<file path="config.mk">
export PLATFORM = sky130hd
export DESIGN_NAME = chain_dma_seq
export DESIGN_NICKNAME = d
export VERILOG_FILES = /design/src/rtl/dmachain_pkg.sv /design/src/rtl/dmachain_addr_map.sv /design/src/rtl/dmachain_stack.sv /design/src/rtl/chain_dma_seq.sv
export SDC_FILE = /design/constraint.sdc
export NUM_CORES = 1
export LEC_CHECK = 0
export ABC_AREA = 0
export BUFFER_PORTS_ARGS = -buffer_cell sky130_fd_sc_hd__buf_2
export CAP_MARGIN = 25
export CORE_UTILIZATION = 40
export CTS_CLUSTER_SIZE = 8
export DETAILED_ROUTE_END_ITERATION = 8
export PLACE_DENSITY = 0.77
export SETUP_SLACK_MARGIN = 0.2
export SYNTH_ARGS = -nofsm -noshare
export SYNTH_HDL_FRONTEND = slang
export SYNTH_SLANG_ARGS = --single-unit
</file>
<file path="constraint.sdc">
create_clock -name clk -period 3.66 [get_ports clk]
set_input_delay 0.183 -clock clk [delete_from_list [all_inputs] [get_ports clk]]
set_output_delay 0.183 -clock clk [all_outputs]
set_load 0.05 [all_outputs]
</file>
<file path="src/rtl/dmachain_pkg.sv">
package dmachain_pkg;

    typedef enum logic [2:0] {
        OP_REFE = 3'd0,
        OP_CNT  = 3'd1,
        OP_NEXT = 3'd2,
        OP_REF  = 3'd3,
        OP_REFS = 3'd4,
        OP_CALL = 3'd5,
        OP_RET  = 3'd6,
        OP_END  = 3'd7
    } tag_op_e;

    typedef enum logic [2:0] {
        S_IDLE,
        S_FETCH,
        S_DECODE,
        S_MOVE,
        S_WRAP
    } seq_state_e;

    localparam logic [1:0]  MODE_CHAIN    = 2'd1;
    localparam logic [31:0] PHYS_MASK     = 32'h1FFF_FFF0;
    localparam logic [31:0] SPR_MASK      = 32'h0000_3FF0;
    localparam logic [31:0] SPR_WIN_LO    = 32'h1000_0000;
    localparam logic [31:0] SPR_WIN_HI    = 32'h1000_4000;
    localparam logic [31:0] QW_BYTES      = 32'd16;

endpackage

</file>
<file path="src/rtl/dmachain_addr_map.sv">
module dmachain_addr_map
    import dmachain_pkg::*;
#(
    parameter logic [31:0] MAIN_BYTES = 32'h0200_0000
) (
    input  logic [31:0] raw,
    output logic        hit,
    output logic        spr,
    output logic [31:0] off
);
    logic [31:0] phys;

    always_comb begin
        phys = raw & PHYS_MASK;
        hit  = 1'b1;
        spr  = 1'b0;
        off  = phys;
        if (raw[31]) begin
            spr = 1'b1;
            off = raw & SPR_MASK;
        end else if (phys < MAIN_BYTES) begin
            off = phys;
        end else if (phys >= SPR_WIN_LO && phys < SPR_WIN_HI) begin
            spr = 1'b1;
            off = phys & SPR_MASK;
        end else begin
            hit = 1'b0;
            off = '0;
        end
    end
endmodule

</file>
<file path="src/rtl/dmachain_stack.sv">
module dmachain_stack #(
    parameter int W     = 32,
    parameter int DEPTH = 2,
    localparam int CW   = $clog2(DEPTH + 1)
) (
    input  logic          clk,
    input  logic          rst_n,
    input  logic          clr,
    input  logic          push,
    input  logic          pop,
    input  logic [W-1:0]  din,
    output logic [W-1:0]  top,
    output logic [CW-1:0] count,
    output logic          full,
    output logic          empty
);
    logic [W-1:0] ent [DEPTH];

    assign full  = (count == CW'(DEPTH));
    assign empty = (count == '0);

    always_ff @(posedge clk) begin
        if (!rst_n || clr)      count <= '0;
        else if (push && !full) count <= count + 1'b1;
        else if (pop && !empty) count <= count - 1'b1;
    end

    for (genvar g = 0; g < DEPTH; g++) begin : g_slot
        always_ff @(posedge clk) begin
            if (!rst_n)                             ent[g] <= '0;
            else if (push && count == CW'(g))       ent[g] <= din;
        end
    end

    always_comb begin
        top = '0;
        for (int k = 0; k < DEPTH; k++)
            if (count == CW'(k + 1)) top = ent[k];
    end
endmodule

</file>
<file path="src/rtl/chain_dma_seq.sv">
module chain_dma_seq
    import dmachain_pkg::*;
#(
    parameter logic [31:0] MAIN_BYTES  = 32'h0200_0000,
    parameter int          STACK_DEPTH = 2
) (
    input  logic         clk,
    input  logic         rst_n,
    input  logic         cfg_we,
    input  logic [31:0]  cfg_ctrl,
    input  logic [31:0]  cfg_tadr,
    output logic [31:0]  ctrl_out,
    output logic         mem_req,
    output logic [31:0]  mem_addr,
    output logic         mem_spr,
    input  logic         mem_ack,
    input  logic [127:0] mem_rdata,
    output logic         dout_valid,
    output logic [127:0] dout_data,
    output logic         done_flag,
    output logic         tagirq_flag,
    output logic         buserr_flag,
    output logic         stackerr_flag
);
    localparam int SCW = $clog2(STACK_DEPTH + 1);

    seq_state_e state, nxt;

    logic [31:0] tadr, madr, tag_adr;
    logic [15:0] qwc, tagf;
    tag_op_e     op;
    logic        tag_irq, end_pend, irq_pend;
    logic        dir, tte, tie, str;
    logic [1:0]  mode;

    logic        map_hit, map_spr;
    logic [31:0] map_off, map_in;
    logic [31:0] follow, after, st_top;
    logic [SCW-1:0] st_cnt;
    logic        st_full, st_empty, st_push, st_pop, st_clr, stack_err;
    logic        cfg_unused;

    assign cfg_unused = ^{cfg_ctrl[15:9], cfg_ctrl[5:4], cfg_ctrl[1]};

    assign map_in = (state == S_FETCH) ? tadr : madr;

    dmachain_addr_map #(.MAIN_BYTES(MAIN_BYTES)) u_map (
        .raw(map_in), .hit(map_hit), .spr(map_spr), .off(map_off)
    );

    assign follow    = tadr + QW_BYTES;
    assign after     = follow + {12'd0, qwc, 4'd0};
    assign st_clr    = (state == S_IDLE) && cfg_we;
    assign st_push   = (state == S_DECODE) && (op == OP_CALL) && !st_full;
    assign st_pop    = (state == S_DECODE) && (op == OP_RET)  && !st_empty;
    assign stack_err = (state == S_DECODE) &&
                       (((op == OP_CALL) && st_full) || ((op == OP_RET) && st_empty));

    dmachain_stack #(.W(32), .DEPTH(STACK_DEPTH)) u_stack (
        .clk(clk), .rst_n(rst_n), .clr(st_clr), .push(st_push), .pop(st_pop),
        .din(after), .top(st_top), .count(st_cnt), .full(st_full), .empty(st_empty)
    );

    // State register
    always_ff @(posedge clk) begin
        if (!rst_n) state <= S_IDLE;
        else        state <= nxt;
    end

    // Transitions
    always_comb begin
        nxt = state;
        unique case (state)
            S_IDLE:   if (cfg_we && cfg_ctrl[8] && cfg_ctrl[3:2] == MODE_CHAIN) nxt = S_FETCH;
            S_FETCH:  if (!map_hit) nxt = S_IDLE;
                      else if (mem_ack) nxt = S_DECODE;
            S_DECODE: if (stack_err) nxt = S_IDLE;
                      else if (qwc != '0) nxt = S_MOVE;
                      else nxt = S_WRAP;
            S_MOVE:   if (!map_hit) nxt = S_IDLE;
                      else if (mem_ack && qwc == 16'd1) nxt = S_WRAP;
            S_WRAP:   if (end_pend || irq_pend) nxt = S_IDLE;
                      else nxt = S_FETCH;
        endcase
    end

    // Datapath and flags
    always_ff @(posedge clk) begin
        if (!rst_n) begin
            tadr <= '0; madr <= '0; qwc <= '0; tagf <= '0; tag_adr <= '0;
            op <= OP_REFE; tag_irq <= 1'b0; end_pend <= 1'b0; irq_pend <= 1'b0;
            dir <= 1'b0; tte <= 1'b0; tie <= 1'b0; str <= 1'b0; mode <= '0;
            done_flag <= 1'b0; tagirq_flag <= 1'b0;
            buserr_flag <= 1'b0; stackerr_flag <= 1'b0;
        end else begin
            unique case (state)
                S_IDLE: if (cfg_we) begin
                    dir  <= cfg_ctrl[0];
                    mode <= cfg_ctrl[3:2];
                    tte  <= cfg_ctrl[6];
                    tie  <= cfg_ctrl[7];
                    str  <= cfg_ctrl[8] && (cfg_ctrl[3:2] == MODE_CHAIN);
                    tagf <= cfg_ctrl[31:16];
                    tadr <= cfg_tadr;
                    done_flag <= 1'b0; tagirq_flag <= 1'b0;
                    buserr_flag <= 1'b0; stackerr_flag <= 1'b0;
                end
                S_FETCH: if (!map_hit) begin
                    buserr_flag <= 1'b1;
                    str         <= 1'b0;
                end else if (mem_ack) begin
                    qwc     <= mem_rdata[15:0];
                    tagf    <= mem_rdata[31:16];
                    op      <= tag_op_e'(mem_rdata[30:28]);
                    tag_irq <= mem_rdata[31];
                    tag_adr <= mem_rdata[63:32];
                end
                S_DECODE: if (stack_err) begin
                    stackerr_flag <= 1'b1;
                    str           <= 1'b0;
                end else begin
                    end_pend <= (op == OP_REFE) || (op == OP_END);
                    irq_pend <= tie && tag_irq;
                    madr <= (op == OP_REFE || op == OP_REF || op == OP_REFS) ? tag_adr : follow;
                    unique case (op)
                        OP_CNT, OP_END:           tadr <= after;
                        OP_NEXT, OP_CALL:         tadr <= tag_adr;
                        OP_RET:                   tadr <= st_top;
                        OP_REFE, OP_REF, OP_REFS: tadr <= follow;
                    endcase
                end
                S_MOVE: if (!map_hit) begin
                    buserr_flag <= 1'b1;
                    str         <= 1'b0;
                end else if (mem_ack) begin
                    madr <= madr + QW_BYTES;
                    qwc  <= qwc - 16'd1;
                end
                S_WRAP: begin
                    if (end_pend) done_flag   <= 1'b1;
                    if (irq_pend) tagirq_flag <= 1'b1;
                    if (end_pend || irq_pend) str <= 1'b0;
                end
            endcase
        end
    end

    // Outputs
    assign mem_req    = ((state == S_FETCH) || (state == S_MOVE)) && map_hit;
    assign mem_addr   = mem_req ? map_off : '0;
    assign mem_spr    = mem_req && map_spr;
    assign dout_valid = (state == S_MOVE) && map_hit && mem_ack;
    assign dout_data  = mem_rdata;
    assign ctrl_out   = {tagf, 7'd0, str, tie, tte, 2'(st_cnt), mode, 1'b0, dir};

endmodule

</file>
==> flow_metrics.tcl, run 1 <==
set metrics [dict create \
    net-switching-power_uw 5770 \
    reg2regPathDepth 15 \
    synthAdderAreaFrac 0.0259 \
    clk_latency_ns 0.47 \
    grt_overflow_total 0 \
    async_flop_share 0 \
    holdPathEnd "tagf[14]" \
    relSlewSlack 0.370 \
    die_h_um 185 \
    dieArea_um2 34100 \
    max_stage_delay_ns 0.44 \
    layout.cells.non_filler 2364 \
    r2r-end "tadr[29]" \
    clk_pin_slew_ns 0.07 \
    skew_ns 0.0154 \
    synth_area_per_cell_um2 7.61 \
    grt_usage 0.294 \
    peakVddDrop_mv 0.541 \
    clockBufferDepth 2 \
    wl_per_cell_um 21.4 \
    holdCritStartpoint "cfg_ctrl[30]" \
    io_pins 395 \
    slew_violations 0 \
    ant_nets 0 \
    crit_chain "nand3_2, or3_4, nor3_4, xor2_1, ha_1, and2_4, and3_4, a2111oi_4, a22o_1, a211oi_2, buf_4, and4b_2, o21a_1, o211ai_1, a32o_1" \
    initial_core_util 0.408 \
    setup_violations 0 \
    area_growth_pct 19.8 \
    r2r_start "tadr[7]" \
    synth.area.mux_share 0.0238 \
    critPathMaxFanout 4 \
    crit_start "tadr[7]" \
    swShare 0.490 \
    wirelength_mm 50.7 \
    r2r_slack_ns 0.15 \
    cts_buffers 17 \
    yosysSeqAreaShare 0.331 \
    grt_max_degree 72 \
    hold_viol_final 0 \
    synth_seq_cells 193 \
    design.core.area_um2 32700 \
    fin_nets 2132 \
    synth_edf_count 56 \
    utilization 0.489 \
    drtIter0Drc 1713 \
    grt_setup_unrepaired "yes" \
    period_needed_ns 3.51 \
    drc_errors 0 \
    syn_inst 1754 \
    fmax_ghz 0.285 \
    clk_root_buffer_cell "clkbuf_16" \
    power.density_nw_per_um2 737 \
    vias 14200 \
    synth_area_um2 13300 \
    path_buf_inv 1 \
    cp_top_family "simple AND/OR/NAND/NOR gates" \
    worst_slack_ns 0.152 \
    maxCapViolCount 0 \
    grt_pass1_vias 13000 \
    yosys.area_share.simple 0.214 \
    whs_path_depth 3 \
    worstPathRequired_ns 4.07 \
    synthXorXnorAreaFrac 0.0354 \
    h-tree-depth 4 \
    place.gp.congestion 1.04 \
    power_frac_seq 0.272 \
    grt_pass1_wl_mm 75.8 \
    rows 66 \
    cp_data_arrival_time_ns 3.92 \
    cts_tree "built" \
    post-place-ws_ns -0.0267 \
    synth_cell_types 81 \
    drt_first_pass_iters 6 \
    cts_num_sinks 193 \
    synth-main-ff-cell "dfxtp_1" \
    yosys_warnings 0 \
    synth_compound_area_frac 0.236 \
    startpoint_type "flop" \
    worst_pin_slew_ns 0.944 \
    slowest_stage "or3_4" \
    fin_tns_setup_ns 0 \
    path_class "reg -> reg" \
    p_leak_uw 0.00648 \
    internal-power_uw 6010 \
    dp.cells 2281 \
    viasPerCell 6.00 \
    combinationalPowerShare 0.568 \
    min_path_type "in -> reg" \
    dpl.hpwl_mm 37.0 \
    die_width_um 185 \
    pwr-share-clk 0.160 \
    finalCritPeriodShare 0.959 \
    port_buffers 225 \
    cp-end-kind "flop" \
    outcome "finished, final reports clean" \
    final_layout_size_suffix_gt1_frac 0.258 \
    synth_top_family_by_area "compound AO/OA/AOI/OAI gates" \
    antenna_found_initial 3 \
]
## repair_timing
item	in CTS	in global routing
endpoints found under the hold margin	36	0
setup endpoints to repair	47	60
buffers inserted	3	9
resized for setup	29	86
hold buffers	39	0
pin swaps	15	24
## state kept, by name, indices dropped and copies added, names as in the netlist, 3 cells and up
signal / flops
madr: 28
op: 3
qwc: 16
state: 3
tadr: 28
tag_adr: 28
tagf: 16
u_stack.ent: 56
## area by class of cell
cell class              count  area [um2]
fillers                  3204       16700
inverters                  40         150
well taps                 442         553
diodes                      1        2.50
multi-input cells        1269        7710
clock buffers              21         485
repair buffers            388        2560
clock inverters            10        86.3
flip-flops and latches    193        4440
## routing by layer
metal	vias up	track usage	wire length, um	share of wire
li1	6361	-	-	-
met1	6744	0.375	19800	0.39
met2	900	0.464	22900	0.45
met3	188	0.0609	5200	0.10
met4	0	0.162	2780	0.055
met5	-	0	0	0
## worst max-delay path by stage
stage / slack [ns] / cells past startpoint / end
detailed placement: -0.03 / 15 / u_stack.ent[0][26]
floorplan: 0.20 / 15 / tadr[29]
CTS: 0.18 / 17 / tadr[17]
global placement: 0.03 / 15 / tadr[24]
finish: 0.15 / 15 / tadr[29]
global route: -0.007 / 15 / tadr[29]
## worst min-delay path, delay by kind of cell
kind            cells  cell delay [ns]
compound gates      1             0.08
buf+inv             1             0.10
simple gates        1             0.05
## placed cells by master (no fill, tap or decap), types with 15 or more instances in the layout
cell	instances
a211oi_1	24
nand3_1	45
xnor2_1	19
nor3_1	36
o21ai_0	85
ha_1	21
mux2i_1	25
xor2_1	18
o211ai_1	30
and3_1	24
clkbuf_16	18
buf_4	118
a21oi_1	163
nor2_1	196
dfxtp_1	130
buf_2	214
a31oi_1	15
edfxtp_1	56
dlygate4sd3_1	39
nand2_1	256
inv_1	36
conb_1	19
## synth_stat cells (all sizes together), types with 4 or more instances
master | number | area [um2]
xor2 | 25 | 219
o21bai | 4 | 30.0
a221oi | 13 | 114
a311oi | 14 | 123
nor2b | 5 | 31.3
mux2i | 25 | 250
nand4 | 14 | 87.6
o211ai | 30 | 225
o211a | 8 | 80.1
and3 | 26 | 163
o221a | 9 | 101
or3 | 8 | 50.1
and2 | 5 | 31.3
a22oi | 7 | 52.6
or4 | 4 | 33.8
o221ai | 6 | 52.6
nor2 | 207 | 785
nor4 | 9 | 62.6
o22ai | 13 | 87.6
clkbuf | 102 | 383
nand2 | 263 | 995
dfxtp | 137 | 2740
o32ai | 8 | 70.1
a211oi | 30 | 240
a21o | 12 | 90.1
a21boi | 7 | 52.6
a31oi | 16 | 100
nor3 | 39 | 195
ha | 26 | 325
a21oi | 173 | 873
o31ai | 9 | 67.6
inv | 40 | 150
a211o | 5 | 43.8
xnor2 | 29 | 254
edfxtp | 56 | 1680
buf | 168 | 1240
nand3 | 49 | 245
o21ai | 93 | 465
nand2b | 9 | 58.8
## power groups by stage
stage / Clock, uW / Combinational, uW / Sequential [uW]
after floorplan: 0 / 4150 / 3260
after global placement: 0 / 6020 / 3170
after detailed placement: 0 / 6180 / 3190
after CTS: 1890 / 6300 / 3150
after global routing: 1970 / 7130 / 3240
final: 1880 / 6690 / 3210
## logic make-up (layout without fill, tap and decap cells)
kind of cell	count (synthesis)	in the layout
other cells	1	20
simple gates	653	653
compound gates	488	488
xor+xnor	54	54
buf+inv	310	459
flops	193	193
fa+ha+maj	27	27
mux	28	28
## metrics by stage
stage                     instance area [um2]  hold slack [ns]  power, uW
final                                   16000          0.00115      11800
after global routing                    16000          0.00119      12300
after CTS                               15600         0.000758      11300
after detailed placement                14500            0.366       9370
after global placement                  14400            0.366       9190
after floorplan                         13500            0.318       7410
(Power assumes the default switching activity.)
==> run 2, diff against run 1 <==
--- a/config.mk
+++ b/config.mk
@@ -5,7 +5,7 @@
 export SDC_FILE = /design/constraint.sdc
 export NUM_CORES = 1
 export LEC_CHECK = 0
-export ABC_AREA = 0
+export ABC_AREA = 1
 export BUFFER_PORTS_ARGS = -buffer_cell sky130_fd_sc_hd__buf_2
 export CAP_MARGIN = 25
 export CORE_UTILIZATION = 40
==> flow_metrics.tcl, run 2 <==
set metrics [dict create \
    yosys_warnings 0 \
    final_layout_size_suffix_gt1_frac 0.186 \
    fin_nets 2288 \
    yosysTopAreaCellShare 0.204 \
    critPathMaxFanout 5 \
    cp_data_arrival_time_ns 3.50 \
    place.gp.congestion 1.01 \
    grt_usage 0.272 \
    utilization 0.456 \
    drtIter0Drc 1442 \
    antenna_found_initial 2 \
    synth_seq_cells 193 \
    layout_common_cells "406 x nand2_1, 263 x nor2_1, 225 x buf_2" \
    p_leak_uw 0.00639 \
    grt_overflow_total 0 \
    syn_inst 1989 \
    vias 14100 \
    total_power_uw 5340 \
    design.core.area_um2 32900 \
    clk_latency_ns 0.45 \
    clk_pin_slew_ns 0.08 \
    yosysSeqAreaShare 0.328 \
    grt_max_degree 55 \
    net-switching-power_uw 1780 \
    peakVddDrop_mv 0.312 \
    final_common_cell "nand2_1" \
    viasPerCell 5.60 \
    use_met1 0.357 \
    setup_violations 0 \
    h-tree-depth 4 \
    synth_cell_types 53 \
    min_path_type "in -> reg" \
    clockBufferDepth 2 \
    rows 66 \
    busiest_layer "met2" \
    period_needed_ns 3.32 \
    pwr-share-clk 0.375 \
    drt_first_pass_iters 7 \
    synth_area_um2 13500 \
    grtUsageMet3 0.0366 \
    post-place-ws_ns 0.127 \
    internal-power_uw 3560 \
    clk_root_buffer_cell "clkbuf_16" \
    drc_errors 0 \
    power_frac_seq 0.439 \
    yosysMostFrequentCell "nand2_1" \
    ant_nets 0 \
    cts_buffers 17 \
    worstPathRequired_ns 3.84 \
    finalCritPeriodShare 0.908 \
    synth_edf_count 56 \
    relSlewSlack 0.409 \
    fmax_ghz 0.301 \
    grtUsageMet2 0.441 \
    wirelength_mm 47.9 \
    grt_pass1_vias 12500 \
    async_flop_share 0 \
    cts_tree "built" \
    largest_reg_flops 56 \
    initial_core_util 0.410 \
    hold_viol_final 0 \
    area_growth_pct 11.2 \
    grt_pass1_wl_mm 70.9 \
    outcome "finished, final reports clean" \
    dieArea_um2 34400 \
    grt_setup_unrepaired "yes" \
    fin_tns_setup_ns 0 \
    combinationalPowerShare 0.186 \
    wl_per_cell_um 19.0 \
    synthXorXnorAreaFrac 0.0260 \
    power.density_nw_per_um2 357 \
    worst_slack_ns 0.337 \
    cp-end-kind "flop" \
    synth_top_family_by_area "simple AND/OR/NAND/NOR gates" \
    port_buffers 225 \
    skew_ns 0.0135 \
    swShare 0.333 \
    maxCapViolCount 0 \
    io_pins 395 \
    synth.area.top_cells "dfxtp_1 20%, edfxtp_1 12%, nand2_1 11%, buf_4 8.5%, nor2_1 7.5%" \
    holdWs_ns 0.0156 \
    yosys.area_share.simple 0.269 \
    startpoint_type "flop" \
    cts_num_sinks 193 \
    worst_pin_slew_ns 0.885 \
    synth_area_per_cell_um2 6.77 \
    die_h_um 186 \
    synth_compound_area_frac 0.192 \
    path_class "reg -> reg" \
    largest-register "u_stack.ent" \
    die_width_um 186 \
    synth.area.mux_share 0 \
    synthAdderAreaFrac 0.0256 \
    synth-main-ff-cell "dfxtp_1" \
    dpl.hpwl_mm 35.6 \
    synthTopCellsByCount "409 x nand2_1, 268 x nor2_1, 177 x o21ai_0, 169 x a21oi_1, 156 x inv_1" \
    yosysTopAreaCell "dfxtp_1" \
    slew_violations 0 \
]
-- run 2: cell count changes in the layout (fill, tap and decap cells not counted), moves of 15 or more --
cell           before  now
o21ai_0            85  168
nor2_1            196  263
buf_4             118   48
nor3_1             36   19
nand4_1            14   29
mux2i_1            25    0
nand2_1           256  406
a211oi_1           24    5
and3_1             24    0
o211ai_1           30   11
inv_1              36  155
dlygate4sd3_1      39    3
nand3_1            45   79
-- run 2: cells by family after synthesis --
group                    count (synthesis)
other                                    1
buffers and inverters                  402
AO/OA/AOI/OAI                          465
flip-flops                             193
AND/OR/NAND/NOR                        861
XOR/XNOR                                40
adder cells (fa/ha/maj)                 27
-- run 2: final cells by class --
type / instances / area (um2)
multi-input combinational: 1412 / 7210
clock buffer: 18 / 450
antenna: 1 / 2.50
sequential: 193 / 4430
tap: 442 / 553
timing repair buffer: 278 / 1550
fill: 3389 / 17900
clock inverter: 14 / 166
inverter: 163 / 614
-- run 2: routing by layer --
metal  routed length (um)  vias up
met5                    0        -
met4                 2240        0
met3                 4360      133
met2                22000      813
met1                19300     6559
li1                     -     6611
-- run 2: worst paths after layout --
| kind | startpoint | to | slack (ns) | cells after the start |
|---|---|---|---|---|
| max | tadr[5] | u_stack.ent[0][18] | 0.34 | 18 |
| min | mem_rdata[56] | tag_adr[24] | 0.02 | 3 |
| max reg2reg | tadr[5] | u_stack.ent[0][18] | 0.34 | 18 |
| min reg2reg | mode[1] | mode[1] | 0.46 | 2 |
-- run 2: what timing repair did --
action,4_1_cts,5_1_grt
pin swaps,0,3
endpoints found under the hold margin,3,0
cloned,0,0
hold buffers,3,0
gates resized for setup,3,50
setup endpoints to repair,14,52
setup buffers,0,2
-- run 2: through the flow --
stage,std cells,area [um2]
final,2521,15000
after global routing,2520,15000
after CTS,2518,14700
after detailed placement,2483,14100
after global placement,2481,14100
after floorplan,2007,13500
-- run 2: critical path, stage by stage, from the launching register on --
cell and delay, ns:
dfxtp_2 0.38, ha_1 0.20, inv_1 0.11, nor2_2 0.18
nand2_1 0.14, buf_4 0.19, xnor2_2 0.14, ha_1 0.35
buf_4 0.16, nand2_1 0.17, inv_1 0.10, nand2_1 0.07
nand2_1 0.04, o21bai_1 0.23, nand2_1 0.09, nand2_1 0.06
or2_2 0.28, nand2_1 0.10, nor2_1 0.05
-- run 2: power by group through the flow --
| stage | registers [uW] | logic (uW) | clock network [uW] |
|---|---|---|---|
| after global placement | 2390 | 944 | 0 |
| after CTS | 2340 | 967 | 2000 |
| after floorplan | 2420 | 867 | 0 |
| after detailed placement | 2390 | 961 | 0 |
| final | 2350 | 993 | 2000 |
| after global routing | 2350 | 1070 | 2100 |
